File: config.mk
export PLATFORM = sky130hd
export DESIGN_NAME = cmdbuf_decoder
export DESIGN_NICKNAME = d
export VERILOG_FILES = /design/src/rtl/cmdbuf_pkg.sv /design/src/rtl/cmdbuf_hdr_dec.sv /design/src/rtl/cmdbuf_ret_slot.sv /design/src/rtl/cmdbuf_decoder.sv
export SDC_FILE = /design/constraint.sdc
export NUM_CORES = 1
export LEC_CHECK = 0
export ABC_AREA = 0
export BUFFER_PORTS_ARGS = -buffer_cell sky130_fd_sc_hd__buf_2
export CORE_UTILIZATION = 55
export DETAILED_ROUTE_END_ITERATION = 10
export GPL_TIMING_DRIVEN = 0
export PLACE_DENSITY = 0.83
export SLEW_MARGIN = 20
export SYNTH_ARGS = -nofsm -noshare
export SYNTH_HDL_FRONTEND = slang
export SYNTH_SLANG_ARGS = --single-unit
export TNS_END_PERCENT = 100
File: constraint.sdc
create_clock -name clk -period 2.4 [get_ports clk]
set_clock_uncertainty 0.1 [all_clocks]
set_input_delay 0.36 -clock clk [delete_from_list [all_inputs] [get_ports clk]]
set_output_delay 0.36 -clock clk [all_outputs]
set_load 0.03 [all_outputs]
File: src/rtl/cmdbuf_pkg.sv
package cmdbuf_pkg;

    localparam int WORD_W  = 32;
    localparam int CNT_W   = 11;
    localparam int MADDR_W = 11;
    localparam int SUBCH_W = 3;
    localparam int TGT_W   = 27;

    localparam logic [2:0] OP_MINC = 3'd0;
    localparam logic [2:0] OP_JUMP = 3'd1;
    localparam logic [2:0] OP_MFIX = 3'd2;
    localparam logic [2:0] OP_CALL = 3'd3;

    localparam logic [WORD_W-1:0] HDR_NOP = 32'h0000_0000;
    localparam logic [WORD_W-1:0] HDR_RET = 32'h0002_0000;

    typedef enum logic [2:0] {
        HK_NOP, HK_RET, HK_MINC, HK_MFIX, HK_JUMP, HK_CALL, HK_BAD
    } hdr_kind_e;

    typedef struct packed {
        hdr_kind_e            kind;
        logic [CNT_W-1:0]     cnt;
        logic [SUBCH_W-1:0]   subch;
        logic [MADDR_W-1:0]   maddr;
        logic [TGT_W-1:0]     target;
    } hdr_info_t;

    typedef enum logic [2:0] {
        ST_IDLE, ST_HREQ, ST_HDEC, ST_DREQ, ST_DCAP, ST_DOUT, ST_HALT
    } dec_state_e;

endpackage

File: src/rtl/cmdbuf_hdr_dec.sv
module cmdbuf_hdr_dec
    import cmdbuf_pkg::*;
(
    input  logic [WORD_W-1:0] word_i,
    output hdr_info_t         info_o
);

    logic [2:0]       op;
    logic [CNT_W-1:0] cnt;

    assign op  = word_i[31:29];
    assign cnt = word_i[28:18];

    always_comb begin
        info_o.cnt    = cnt;
        info_o.subch  = word_i[15:13];
        info_o.maddr  = word_i[12:2];
        info_o.target = word_i[28:2];
        if (word_i == HDR_NOP) begin
            info_o.kind = HK_NOP;
        end else if (word_i == HDR_RET) begin
            info_o.kind = HK_RET;
        end else begin
            case (op)
                OP_MINC: info_o.kind = (cnt == '0) ? HK_BAD : HK_MINC;
                OP_MFIX: info_o.kind = (cnt == '0) ? HK_BAD : HK_MFIX;
                OP_JUMP: info_o.kind = HK_JUMP;
                OP_CALL: info_o.kind = HK_CALL;
                default: info_o.kind = HK_BAD;
            endcase
        end
    end

endmodule

File: src/rtl/cmdbuf_ret_slot.sv
module cmdbuf_ret_slot #(
    parameter int AW = 16
) (
    input  logic          clk,
    input  logic          rst_n,
    input  logic          clr_i,
    input  logic          push_i,
    input  logic          pop_i,
    input  logic [AW-1:0] push_ptr_i,
    output logic          valid_o,
    output logic [AW-1:0] ptr_o
);

    typedef struct packed {
        logic          valid;
        logic [AW-1:0] ptr;
    } slot_t;

    slot_t slot_d, slot_q;

    always_comb begin
        slot_d = slot_q;
        if (clr_i) begin
            slot_d.valid = 1'b0;
        end else if (push_i) begin
            slot_d.valid = 1'b1;
            slot_d.ptr   = push_ptr_i;
        end else if (pop_i) begin
            slot_d.valid = 1'b0;
        end
    end

    always_ff @(posedge clk or negedge rst_n) begin
        if (!rst_n) slot_q <= '0;
        else        slot_q <= slot_d;
    end

    assign valid_o = slot_q.valid;
    assign ptr_o   = slot_q.ptr;

endmodule

File: src/rtl/cmdbuf_decoder.sv
module cmdbuf_decoder
    import cmdbuf_pkg::*;
#(
    parameter int AW = 16   // word index width, at most TGT_W
) (
    input  logic               clk,
    input  logic               rst_n,
    input  logic               start_i,
    input  logic [AW-1:0]      start_ptr_i,
    input  logic [AW-1:0]      put_ptr_i,
    output logic               mem_rd_en_o,
    output logic [AW-1:0]      mem_addr_o,
    input  logic [WORD_W-1:0]  mem_rdata_i,
    output logic               mth_valid_o,
    input  logic               mth_ready_i,
    output logic [SUBCH_W-1:0] mth_subch_o,
    output logic [MADDR_W-1:0] mth_addr_o,
    output logic [WORD_W-1:0]  mth_data_o,
    output logic               halt_o,
    output logic               err_call_o,
    output logic               err_ret_o
);

    typedef struct packed {
        dec_state_e         st;
        logic [AW-1:0]      rd_ptr;
        logic [CNT_W-1:0]   left;
        logic [MADDR_W-1:0] maddr;
        logic [SUBCH_W-1:0] subch;
        logic               step;
        logic [WORD_W-1:0]  data;
        logic               err_call;
        logic               err_ret;
    } dec_regs_t;

    dec_regs_t r_d, r_q;

    hdr_info_t     info;
    logic          at_put;
    logic          rd_en;
    logic          slot_push, slot_pop, slot_clr;
    logic          slot_valid;
    logic [AW-1:0] slot_ptr;

    cmdbuf_hdr_dec u_hdr_dec (
        .word_i (mem_rdata_i),
        .info_o (info)
    );

    cmdbuf_ret_slot #(.AW(AW)) u_ret_slot (
        .clk        (clk),
        .rst_n      (rst_n),
        .clr_i      (slot_clr),
        .push_i     (slot_push),
        .pop_i      (slot_pop),
        .push_ptr_i (r_q.rd_ptr),
        .valid_o    (slot_valid),
        .ptr_o      (slot_ptr)
    );

    assign at_put = (r_q.rd_ptr == put_ptr_i);

    always_comb begin
        r_d       = r_q;
        rd_en     = 1'b0;
        slot_push = 1'b0;
        slot_pop  = 1'b0;
        slot_clr  = 1'b0;
        case (r_q.st)
            ST_HREQ: begin
                if (!at_put) begin
                    rd_en    = 1'b1;
                    r_d.rd_ptr = r_q.rd_ptr + AW'(1);
                    r_d.st   = ST_HDEC;
                end
            end
            ST_HDEC: begin
                r_d.st = ST_HREQ;
                case (info.kind)
                    HK_NOP: ;
                    HK_RET: begin
                        if (slot_valid) begin
                            r_d.rd_ptr = slot_ptr;
                            slot_pop   = 1'b1;
                        end else begin
                            r_d.err_ret = 1'b1;
                            r_d.st      = ST_HALT;
                        end
                    end
                    HK_MINC, HK_MFIX: begin
                        r_d.left  = info.cnt;
                        r_d.maddr = info.maddr;
                        r_d.subch = info.subch;
                        r_d.step  = (info.kind == HK_MINC);
                        r_d.st    = ST_DREQ;
                    end
                    HK_JUMP: r_d.rd_ptr = info.target[AW-1:0];
                    HK_CALL: begin
                        if (slot_valid) begin
                            r_d.err_call = 1'b1;
                            r_d.st       = ST_HALT;
                        end else begin
                            slot_push  = 1'b1;
                            r_d.rd_ptr = info.target[AW-1:0];
                        end
                    end
                    default: r_d.st = ST_HALT;
                endcase
            end
            ST_DREQ: begin
                if (!at_put) begin
                    rd_en      = 1'b1;
                    r_d.rd_ptr = r_q.rd_ptr + AW'(1);
                    r_d.st     = ST_DCAP;
                end
            end
            ST_DCAP: begin
                r_d.data = mem_rdata_i;
                r_d.st   = ST_DOUT;
            end
            ST_DOUT: begin
                if (mth_ready_i) begin
                    r_d.left  = r_q.left - CNT_W'(1);
                    r_d.maddr = r_q.maddr + MADDR_W'(r_q.step);
                    r_d.st    = (r_q.left == CNT_W'(1)) ? ST_HREQ : ST_DREQ;
                end
            end
            default: ;
        endcase
        if (start_i) begin
            rd_en        = 1'b0;
            slot_push    = 1'b0;
            slot_pop     = 1'b0;
            slot_clr     = 1'b1;
            r_d.st       = ST_HREQ;
            r_d.rd_ptr   = start_ptr_i;
            r_d.err_call = 1'b0;
            r_d.err_ret  = 1'b0;
        end
    end

    always_ff @(posedge clk or negedge rst_n) begin
        if (!rst_n) begin
            r_q    <= '0;
            r_q.st <= ST_IDLE;
        end else begin
            r_q <= r_d;
        end
    end

    assign mem_rd_en_o = rd_en;
    assign mem_addr_o  = r_q.rd_ptr;
    assign mth_valid_o = (r_q.st == ST_DOUT);
    assign mth_subch_o = r_q.subch;
    assign mth_addr_o  = r_q.maddr;
    assign mth_data_o  = r_q.data;
    assign halt_o      = (r_q.st == ST_HALT);
    assign err_call_o  = r_q.err_call;
    assign err_ret_o   = r_q.err_ret;

endmodule

==> results.txt, run 1 <==
----------------------------------------------------
[Run status]
  Status ... completed

[Route]
  First-pass detailed-route iteration total ... 6
  WL per Instance ... roughly 18 um
  Remaining antenna violation count after routing ... 0
  Number of DRC markers in iteration 0 ... between 500 and 600
  Final routed DRC violation total ... 0
  Wirelength, routed ... about 17000 um
  Vias per cell ... about 6.0
  Total number of vias ... 5486

[STA]
  Normalized max-slew margin ... between 50% and 60%
  Final max-slew violation count ... 0
  Final setup margin ... around 60 ps
  Maximum clock frequency ... 427 MHz
  Share of the cycle needed by the critical path after routing ... between 90% and 100%
  Final count of negative-setup-slack endpoints ... 0
  Setup repair after global routing missed its margin ... true
  Post-layout min period ... roughly 2300 ps
  Final hold slack ... between 150 and 200 ps
  Slew of the pin with the lowest slew margin ... ~600 ps
  Number of hold violations in the final report ... 0

[Worst setup path]
  Startpoint types ... flip-flop
  List of cells traversed by the critical path ... buf_2, nor3b_4, nand2_2, or2_1, o221ai_4, buf_8, buf_4, mux2i_1
  Startpoint-to-endpoint class of the critical path ... flip-flop to flip-flop
  Slowest cell on crit path ... dfrtp_1
  Largest fanout on the critical path ... 10
  Setup crit end kind ... flip-flop
  Number of buffers and inverters on the critical path ... 3
  Required arrival time at the worst endpoint ... about 2600 ps
  Largest stage delay, worst path ... a little over 400 ps
  Cell type group with the largest total delay on the critical path ... simple AND/OR/NAND/NOR gates
  Data arrival time of the critical path ... approximately 2500 ps
  Setup slack, reg-to-reg ... ~60 ps

[Clock network]
  Maximum count of clock buffers along a single path ... 2
  Clock root buffer ... clkbuf_8
  Number of buffers inserted during clock tree synthesis ... 9
  Clock tree from TritonCTS ... built
  H-tree Lvls ... 3
  Clock insertion delay at the later pin of the skew report ... ~380 ps
  Clock transition at the registers of the reported paths ... 100 ps
  Number of clock sinks seen by CTS ... 96

[Synth]
  Ys Warns ... 0
  Number of nets produced by synthesis ... between 600 and 700
  Post-synthesis cell count ... just over 600
  Average size of a mapped cell ... ~9.9 um^2
  Main synth FF type ... dfrtp_1
  Portion of the post-synthesis area used by sequential elements ... 39.9%
  Summed instance area of the synthesized netlist ... about 6000 um^2
  Asr flop ratio synth ... 100%
  Main area contributors after synthesis ... dfrtp_1, mux2_2, buf_4
  Cell taking the most area after synthesis ... dfrtp_1
  Area share of the largest cell type after synthesis ... between 30% and 40%
  Seq cells post-synth ... 96
  Number of flops mapped to enable cells by yosys ... 0
  Post-synth cell types ... 68

[Finish]
  Layout Nets ... 850
  Area delta synth->final ... 22.7%
  Layout cells sized above 1 ... between 40% and 50%
  Number of filler instances in the final layout ... 805
  Highest-count cells in the layout ignoring fill and taps ... buf_2, buf_4, dfrtp_1
  Most common cell after layout, fill and taps aside ... buf_2
  Diodes inserted ... 0

[Flow run]
  Max-cap violation count ... 0

[Floorplan]
  Core box area ... ~10000 um^2
  Die boundary height ... around 110 um
  Die width ... ~110 um
  Total die area ... between 10000 and 15000 um^2
  Row count ... 37
  Number of top-level pins ... 135
  Effective utilization at floorplan ... a little under three fifths

[GRT]
  Global route hottest layer ... met2
  Maximum number of pins on one net before global-route repair ... 80
  Final global-route overflow total ... 0
  Fraction of met3 tracks used by global routing ... approximately 3.6%
  Met1 capacity usage during global routing ... between 40% and 50%
  GRT Resource Usage Total ... roughly 30%
  Global Route met2 Usage ... ~48%
  Initial antenna violation count ... 0
  First-pass GRT wire length ... between 20000 and 30000 um
  Number of global-route vias before repair ... 5213

[Worst hold path]
  HP Class ... primary input to flip-flop

[Placement]
  Weighted congestion at the end of routability-driven global placement ... roughly 0.94
  Pre-CTS setup slack ... -265 ps
  Sum of net half-perimeters after detailed placement ... 11800 um
  Port-buffer cells ... 134

[Power]
  Pwr Total ... 0.00880 W
  Maximum ir drop on the vdd rail ... just over 0.7 mV
  Power density over the cells ... about 1200 nW/um^2
  Static leakage ... approximately 3.6 nW

----------------------------------------------------
[per-layer routing]
metal | wire (um) | vias to the layer above | part of all wire [%]
li1 | - | 2479 | -
met4 | 552 | 0 | 3.3
met1 | 7140 | 2655 | 42
met3 | 1180 | 55 | 7.0
met5 | 0 | - | 0
met2 | 7990 | 297 | 47
[worst paths after layout]
kind / from / end / cells after the start
worst max-delay path: r_q[76] / mem_addr_o[1] / 8
worst min-delay path: mem_rdata_i[1] / mth_data_o[1] / 2
worst max register to register: r_q[76] / mem_addr_o[1] / 8
worst min register to register: mth_data_o[21] / mth_data_o[21] / 1
max in group asynchronous: rst_n / mem_addr_o[15] / 3
min in group asynchronous: rst_n / mth_data_o[3] / 2
[power by group]
group | internal (W) | switching, W | leakage [nW]
clock network | 0.000589 | 0.000599 | 0.110
registers | 0.00230 | 0.000602 | 1.22
logic | 0.00214 | 0.00256 | 2.25
[cell families (layout without fill, tap and decap cells)]
kind of cell | Yosys count | after routing | share of synthesized area (%)
simple gates | 153 | 153 | 13.7
mux | 71 | 71 | 13.7
compound gates | 143 | 143 | 16.2
buf+inv | 115 | 288 | 11.7
fa+ha+maj | 6 | 6 | 1.25
flops | 96 | 96 | 39.9
xor+xnor | 24 | 24 | 3.49
[through the flow]
stage               instance area, um^2  cells  TNS, ps  utilization (%)
floorplan                          6030    608        0                -
global placement                   6870    878    -8620             65.6
detailed placement                 6900    879    -3680             66.0
CTS                                7230    904        0             69.1
global route                       7390    917    -50.7             70.6
finish                             7390    917        0             70.6
[cell type report]
cell class              count  area (um^2)  area share, %
inverters                  18         67.6          0.914
plain buffers              92          643           8.70
clock inverters             7         95.1           1.29
flip-flops and latches     96         2420           32.7
multi-input cells         397         2950           39.9
clock buffers               9          124           1.68
repair buffers            162          923           12.5
well taps                 136          170           2.30
[cells in the mapped netlist (all sizes together), types with 7 or more instances]
cell type  count
mux2i          7
buf           78
nand2         36
mux2          64
dfrtp         96
nor4          18
o21ai         35
inv           17
nand4          8
a21oi         49
nor3          14
clkbuf        19
nand3         13
nor2          36
xor2          21
[flip-flops by register name, indices dropped and copies added, names as in the netlist]
signal              flops
u_ret_slot.valid_o      1
mth_subch_o             3
err_ret_o               1
mth_data_o             32
mth_addr_o             11
r_q                    15
mem_addr_o             16
u_ret_slot.ptr_o       16
err_call_o              1
[timing repair]
action                                  4_1_cts  5_1_grt
endpoints found under the hold margin        17        0
pin swaps                                     5        4
setup buffers                                13       13
hold buffers                                  1        0
endpoints found under the setup margin       34       51
gates resized for setup                      14       24
No activity file was read; power rests on OpenSTA's default activity.
==> run 2, diff against run 1 <==
REMOVE_ABC_BUFFERS = 1   (was not set)
==> results.txt, run 2 (synthesis results as in run 1) <==
----------------------------------------------------
[Clock network]
  Clock root buffer ... clkbuf_8
  Number of clock sinks seen by CTS ... 96 (unchanged)
  H-tree Lvls ... 3 (unchanged)
  Clock tree from TritonCTS ... built
  Maximum count of clock buffers along a single path ... 2 (unchanged)
  Number of buffers inserted during clock tree synthesis ... 9 (unchanged)
  Clock insertion delay at the later pin of the skew report ... 370 ps (about the same)
  Clock transition at the registers of the reported paths ... 90 ps (about the same)

[Worst hold path]
  Hold depth ... 2 (unchanged)
  HP Class ... primary input to flip-flop
  Hold path startpoint ... mem_rdata_i[1]
  Hold EP ... mth_data_o[1]

[Worst setup path]
  Startpoint types ... flip-flop
  Worst r2r path cells ... 7 (-1)
  Slowest cell on crit path ... dfrtp_2
  Cell type group with the largest total delay on the critical path ... simple AND/OR/NAND/NOR gates
  Setup crit end kind ... flip-flop
  Required arrival time at the worst endpoint ... 2560 ps (-40 ps)
  Source of the worst register-to-register timing path ... mem_addr_o[7]
  Startpoint-to-endpoint class of the critical path ... flip-flop to flip-flop
  Setup slack, reg-to-reg ... -40 ps (-100 ps)
  Largest fanout on the critical path ... 15 (+5)
  Largest stage delay, worst path ... 420 ps (about the same)
  Number of buffers and inverters on the critical path ... 2 (-1)
  Endpoint of the worst-slack reg-to-reg timing path ... mem_addr_o[7]
  Data arrival time of the critical path ... 2600 ps (+60 ps)
  List of cells traversed by the critical path ... xor2_1, nor4_1, nand4_1, buf_4, o221ai_4, buf_12, mux2_2
  Start point of the critical path ... mem_addr_o[7]

[STA]
  Share of the cycle needed by the critical path after routing ... 102% (+4.0 points)
  Maximum clock frequency ... 410 MHz (-4.0%)
  Setup TNS ... -267 ps (-267 ps)
  Post-layout min period ... 2440 ps (+96.4 ps)
  Final setup margin ... -36.5 ps (-96.4 ps)
  Final count of negative-setup-slack endpoints ... 12 (+12)
  Normalized max-slew margin ... 42.6% (-17 points)
  Setup repair after global routing missed its margin ... true
  Slew of the pin with the lowest slew margin ... 861 ps (+262 ps)
  Number of hold violations in the final report ... 0 (unchanged)
  Final max-slew violation count ... 0 (unchanged)

[Run status]
  Failing checks ... negative setup slack
  Status ... complete, but fails checks

[Finish]
  Most common cell after layout, fill and taps aside ... buf_2
  Finished Core Util ... 65.0% (-5.6 points)
  Layout Nets ... 760 (-11%)
  Max reg flops ... 32 (unchanged)
  Area delta synth->final ... 12.9%
  Number of standard cells in the final layout excluding fillers ... 825 (-10%)
  Layout cells sized above 1 ... 40.1% (-4.2 points)
  Diodes inserted ... 0 (unchanged)
  Highest-count cells in the layout ignoring fill and taps ... buf_2, dfrtp_1, a21oi_1
  Number of filler instances in the final layout ... 814 (+1.1%)

[Placement]
  Port-buffer cells ... 134 (unchanged)
  Pre-CTS setup slack ... -944 ps (-679 ps)
  Cell Count Post-Placement ... 783 (-11%)
  Sum of net half-perimeters after detailed placement ... 10800 um (-8.4%)
  Weighted congestion at the end of routability-driven global placement ... 0.877 (-6.5%)

[Route]
  Total number of vias ... 5211 (-5.0%)
  Wirelength, routed ... 16700 um (-1.2%)
  Vias per cell ... 6.32 (+5.6%)
  Final routed DRC violation total ... 0 (unchanged)
  Metal2 WL ... 8210 um (+2.8%)
  WL per Instance ... 20.2 um (+9.8%)
  Number of DRC markers in iteration 0 ... 431 (-17%)
  Remaining antenna violation count after routing ... 0 (unchanged)
  Length of routed wiring on met1 ... 6520 um (-8.6%)
  Uppermost metal layer occupied by signal nets ... met4
  Wire length on met3 ... 1260 um (+7.1%)
  First-pass detailed-route iteration total ... 5 (-1)

[GRT]
  Maximum number of pins on one net before global-route repair ... 78 (-2.5%)
  Initial antenna violation count ... 0 (unchanged)
  First-pass GRT wire length ... 26100 um (+0.18%)
  GRT Resource Usage Total ... 29.6% (about the same)
  Final global-route overflow total ... 0 (unchanged)
  Number of global-route vias before repair ... 5218 (+0.096%)

[Power]
  Pwr Total ... 0.00805 W (-8.5%)
  Power density over the cells ... 1180 nW/um^2 (-0.61%)
  Static leakage ... 3.17 nW (-11%)
  Maximum ir drop on the vdd rail ... 0.662 mV (-8.0%)

[Flow run]
  Max-cap violation count ... 0 (unchanged)

[Floorplan]
  Row count ... 37 (unchanged)
  Number of top-level pins ... 135 (unchanged)
  Total die area ... 11400 um^2 (unchanged)
  Effective utilization at floorplan ... 57.6% (unchanged)
  Core box area ... 10500 um^2 (unchanged)
  Die boundary height ... 107 um (unchanged)
  Die width ... 107 um (unchanged)

----------------------------------------------------
[run 2: changes by cell type in the layout (fill, tap and decap cells not counted), moves of 4 or more]
cell and change:
buf_2 -4, buf_6 -6, buf_4 -65, clkbuf_1 -14
[run 2: through the flow]
| stage | hold slack (ps) | instance area [um^2] |
|---|---|---|
| 6_report | 149 | 6800 |
| 5_1_grt | 145 | 6800 |
| 4_1_cts | 135 | 6710 |
| 3_5_place_dp | 118 | 6300 |
| 3_3_place_gp | 363 | 6230 |
| 2_1_floorplan | -35.6 | 5390 |
[run 2: final cells by class]
type,count,area (um^2),share of cell area (%)
tap,136,170,2.50
clock inverter,3,42.5,0.625
timing repair buffer,162,948,13.9
inverter,18,70.1,1.03
clock buffer,11,151,2.23
sequential,96,2420,35.6
multi-input combinational,399,3000,44.0
[run 2: power breakdown]
part / internal [W] / leakage, nW / switching [W]
logic: 0.00158 / 1.86 / 0.00242
registers: 0.00230 / 1.21 / 0.000640
clock network: 0.000526 / 0.0973 / 0.000574
[run 2: timing repair]
| item | in CTS | in global routing |
|---|---|---|
| pin swaps | 6 | 4 |
| setup endpoints to repair | 61 | 35 |
| resized for setup | 18 | 15 |
| gates cloned | 1 | 1 |
| buffers inserted | 21 | 4 |
| hold buffers | 1 | 0 |
| hold endpoints to repair | 19 | 0 |
[run 2: worst max-delay path by stage]
stage / to / cells past startpoint / slack (ps)
global route: mem_addr_o[0] / 7 / -90
floorplan: r_q[57] / 5 / -440
global placement: r_q[57] / 5 / -1020
detailed placement: mth_addr_o[3] / 6 / -940
CTS: mem_rd_en_o / 5 / 2
finish: mem_addr_o[7] / 7 / -40
[run 2: per-layer routing]
layer / vias up / global-route usage, %
li1: 2296 / -
met1: 2549 / 37.1
met4: 0 / 17.6
met5: - / 0
met2: 308 / 48.2
met3: 58 / 4.68
[run 2: worst reg2reg max path: cells and delay by family (launching register included)]
family / cells / cell delay, ps
simple gates: 2 / 660
buf+inv: 2 / 430
flops: 1 / 420
mux: 1 / 360
compound gates: 1 / 190
xor+xnor: 1 / 170
==> run 3, diff against run 2 <==
RECOVER_POWER = 100   (was not set)
REMOVE_ABC_BUFFERS = not set   (was 1)
==> results.txt, run 3 (synthesis results as in run 1) <==
----------------------------------------------------
[Run status]
  Status ... completed

[Floorplan]
  Die boundary height ... 107 um (unchanged)
  Die width ... 107 um (unchanged)
  Total die area ... 11400 um^2 (unchanged)
  Row count ... 37 (unchanged)
  Effective utilization at floorplan ... 57.6% (unchanged)
  Number of top-level pins ... 135 (unchanged)
  Core box area ... 10500 um^2 (unchanged)

[Power]
  Maximum ir drop on the vdd rail ... 0.700 mV (+5.8%)
  Pwr Total ... 0.00869 W (+8.0%)
  Cell internal power dissipation ... 0.00493 W (+12%)
  Sequential Power Share ... 33.4% (-3.2 points)
  Power density over the cells ... 1190 nW/um^2 (+0.58%)
  Static leakage ... 3.39 nW (+7.0%)
  Combinational share of power ... 53.0% (+3.3 points)
  Switching share of power ... 43.3% (-1.9 points)
  Net Switching ... 0.00376 W (+3.5%)
  Clock share of power ... 13.6% (about the same)

[Worst setup path]
  Crit path to ... mem_rd_en_o
  Largest stage delay, worst path ... 430 ps (about the same)
  Startpoint types ... flip-flop
  Endpoint of the worst-slack reg-to-reg timing path ... mem_addr_o[14]
  Worst r2r path cells ... 6 (-1)
  Most frequent cell on the critical path ... buf_6
  Crit path depth ... 6 (-1)
  Data arrival time of the critical path ... 1880 ps (-720 ps)
  Number of buffers and inverters on the critical path ... 2 (unchanged)
  List of cells traversed by the critical path ... xor2_1, nor4_2, nand4_1, buf_6, nor2b_4, buf_6
  Setup crit end kind ... output pin
  Slowest cell on crit path ... dfrtp_2
  Setup slack, reg-to-reg ... 80 ps (+120 ps)
  Largest fanout on the critical path ... 3 (-12)
  Source of the worst register-to-register timing path ... mem_addr_o[4]
  Required arrival time at the worst endpoint ... 1940 ps (-620 ps)
  Start point of the critical path ... mem_addr_o[14]
  Cell type group with the largest total delay on the critical path ... simple AND/OR/NAND/NOR gates
  Startpoint-to-endpoint class of the critical path ... flip-flop to output pin

[Clock network]
  Clock transition at the registers of the reported paths ... 90 ps (about the same)
  Clock tree from TritonCTS ... built
  Maximum count of clock buffers along a single path ... 2 (unchanged)
  H-tree Lvls ... 3 (unchanged)
  Clock insertion delay at the later pin of the skew report ... 380 ps (about the same)
  Number of buffers inserted during clock tree synthesis ... 9 (unchanged)
  Clock root buffer ... clkbuf_8
  Number of clock sinks seen by CTS ... 96 (unchanged)

[Route]
  Remaining antenna violation count after routing ... 0 (unchanged)
  Total number of vias ... 5413 (+3.9%)
  WL per Instance ... 18.3 um (-9.5%)
  Wirelength, routed ... 16800 um (+0.57%)
  Vias per cell ... 5.90 (-6.5%)
  Uppermost metal layer occupied by signal nets ... met4
  Length of routed wiring on met1 ... 7160 um (+9.8%)
  Metal2 WL ... 8070 um (-1.7%)
  Final routed DRC violation total ... 0 (unchanged)
  Wire length on met3 ... 1050 um (-17%)
  Number of DRC markers in iteration 0 ... 520 (+21%)
  First-pass detailed-route iteration total ... 5 (unchanged)

[STA]
  Maximum clock frequency ... 428 MHz (+4.2%)
  Final count of negative-setup-slack endpoints ... 0 (-12)
  Final hold slack ... 153 ps (+4.26 ps)
  Number of hold violations in the final report ... 0 (unchanged)
  Normalized max-slew margin ... 37.6% (-5.1 points)
  Share of the cycle needed by the critical path after routing ... 97.4% (-4.1 points)
  Final max-slew violation count ... 0 (unchanged)
  Setup repair after global routing missed its margin ... true
  Post-layout min period ... 2340 ps (-97.9 ps)
  Slew of the pin with the lowest slew margin ... 937 ps (+76.1 ps)
  Final setup margin ... 61.3 ps (+97.9 ps)

[GRT]
  First-pass GRT wire length ... 26100 um (-0.18%)
  Initial antenna violation count ... 0 (unchanged)
  Final global-route overflow total ... 0 (unchanged)
  Maximum number of pins on one net before global-route repair ... 80 (+2.6%)
  GRT Resource Usage Total ... 29.6% (about the same)
  Number of global-route vias before repair ... 5213 (-0.096%)

[Finish]
  Most common cell after layout, fill and taps aside ... buf_4
  Max reg flops ... 32 (unchanged)
  Layout Nets ... 850 (+12%)
  Highest-count cells in the layout ignoring fill and taps ... buf_4, buf_2, dfrtp_1
  Area of combinational cells with multiple inputs ... 2950 um^2 (-1.6%)
  Number of standard cells in the final layout excluding fillers ... 917 (+11%)
  Diodes inserted ... 0 (unchanged)
  Number of filler instances in the final layout ... 835 (+2.6%)
  Layout cells sized above 1 ... 37.8% (-2.3 points)
  Area delta synth->final ... 21.2%
  Area of all sequential standard cells ... 2420 um^2 (-0.15%)

[Placement]
  Pre-CTS setup slack ... -265 ps (+679 ps)
  Weighted congestion at the end of routability-driven global placement ... 0.938 (+6.9%)
  Port-buffer cells ... 134 (unchanged)
  Cell Count Post-Placement ... 879 (+12%)
  Sum of net half-perimeters after detailed placement ... 11800 um (+9.2%)

[Worst hold path]
  Hold depth ... 2 (unchanged)
  HP Class ... primary input to flip-flop

[Flow run]
  Max-cap violation count ... 0 (unchanged)

----------------------------------------------------
==> run 3: layout make-up <==
class / instances / area share, %
plain buffers: 92 / 8.80
flip-flops and latches: 96 / 33.1
clock inverters: 7 / 1.30
clock buffers: 9 / 1.70
multi-input cells: 397 / 40.4
well taps: 136 / 2.33
inverters: 18 / 0.925
repair buffers: 162 / 11.5
==> run 3: worst min path at each step <==
| stage | from | end |
|---|---|---|
| after CTS | mem_rdata_i[1] | mth_data_o[1] |
| after detailed placement | rst_n | mth_addr_o[7] |
| after floorplan | rst_n | err_call_o |
| final | mem_rdata_i[1] | mth_data_o[1] |
| after global routing | mem_rdata_i[1] | mth_data_o[1] |
| after global placement | mth_data_o[17] | mth_data_o[17] |
==> run 3: routing by layer <==
layer,GRT usage (%),vias to the layer above
met1,40.3,2640
met5,0,-
li1,-,2482
met4,12.5,0
met3,3.65,44
met2,47.8,247
==> run 3: timing repair <==
item / in CTS / in global routing
buffers inserted: 13 / 13
endpoints found under the setup margin: 34 / 51
resized for setup: 14 / 24
endpoints found under the hold margin: 17 / 0
hold buffers: 1 / 0
pin swaps: 5 / 4
==> run 3: power by group through the flow <==
stage,Clock [W],Sequential (W),Combinational [W]
after global placement,0,0.00285,0.00423
final,0.00119,0.00290,0.00460
after global routing,0.00126,0.00298,0.00492
after floorplan,0,0.00271,0.00341
after detailed placement,0,0.00290,0.00434
after CTS,0.00120,0.00290,0.00446
==> run 3: through the flow <==
| step | cell area, um^2 | setup TNS (ps) | util [%] |
|---|---|---|---|
| floorplan | 6030 | 0 | - |
| CTS | 7230 | 0 | 69.1 |
| finish | 7300 | 0 | 69.8 |
| global placement | 6870 | -8620 | 65.6 |
| detailed placement | 6900 | -3680 | 66.0 |
| global route | 7300 | -50.7 | 69.8 |
==> run 3: worst reg2reg max path, cell delays in order (launching register included) <==
cell     delay (ps)
dfrtp_2         410
buf_4           170
nand4_1         340
nor4_1          440
xor2_1          130
a221o_1         340
mux2_1          280
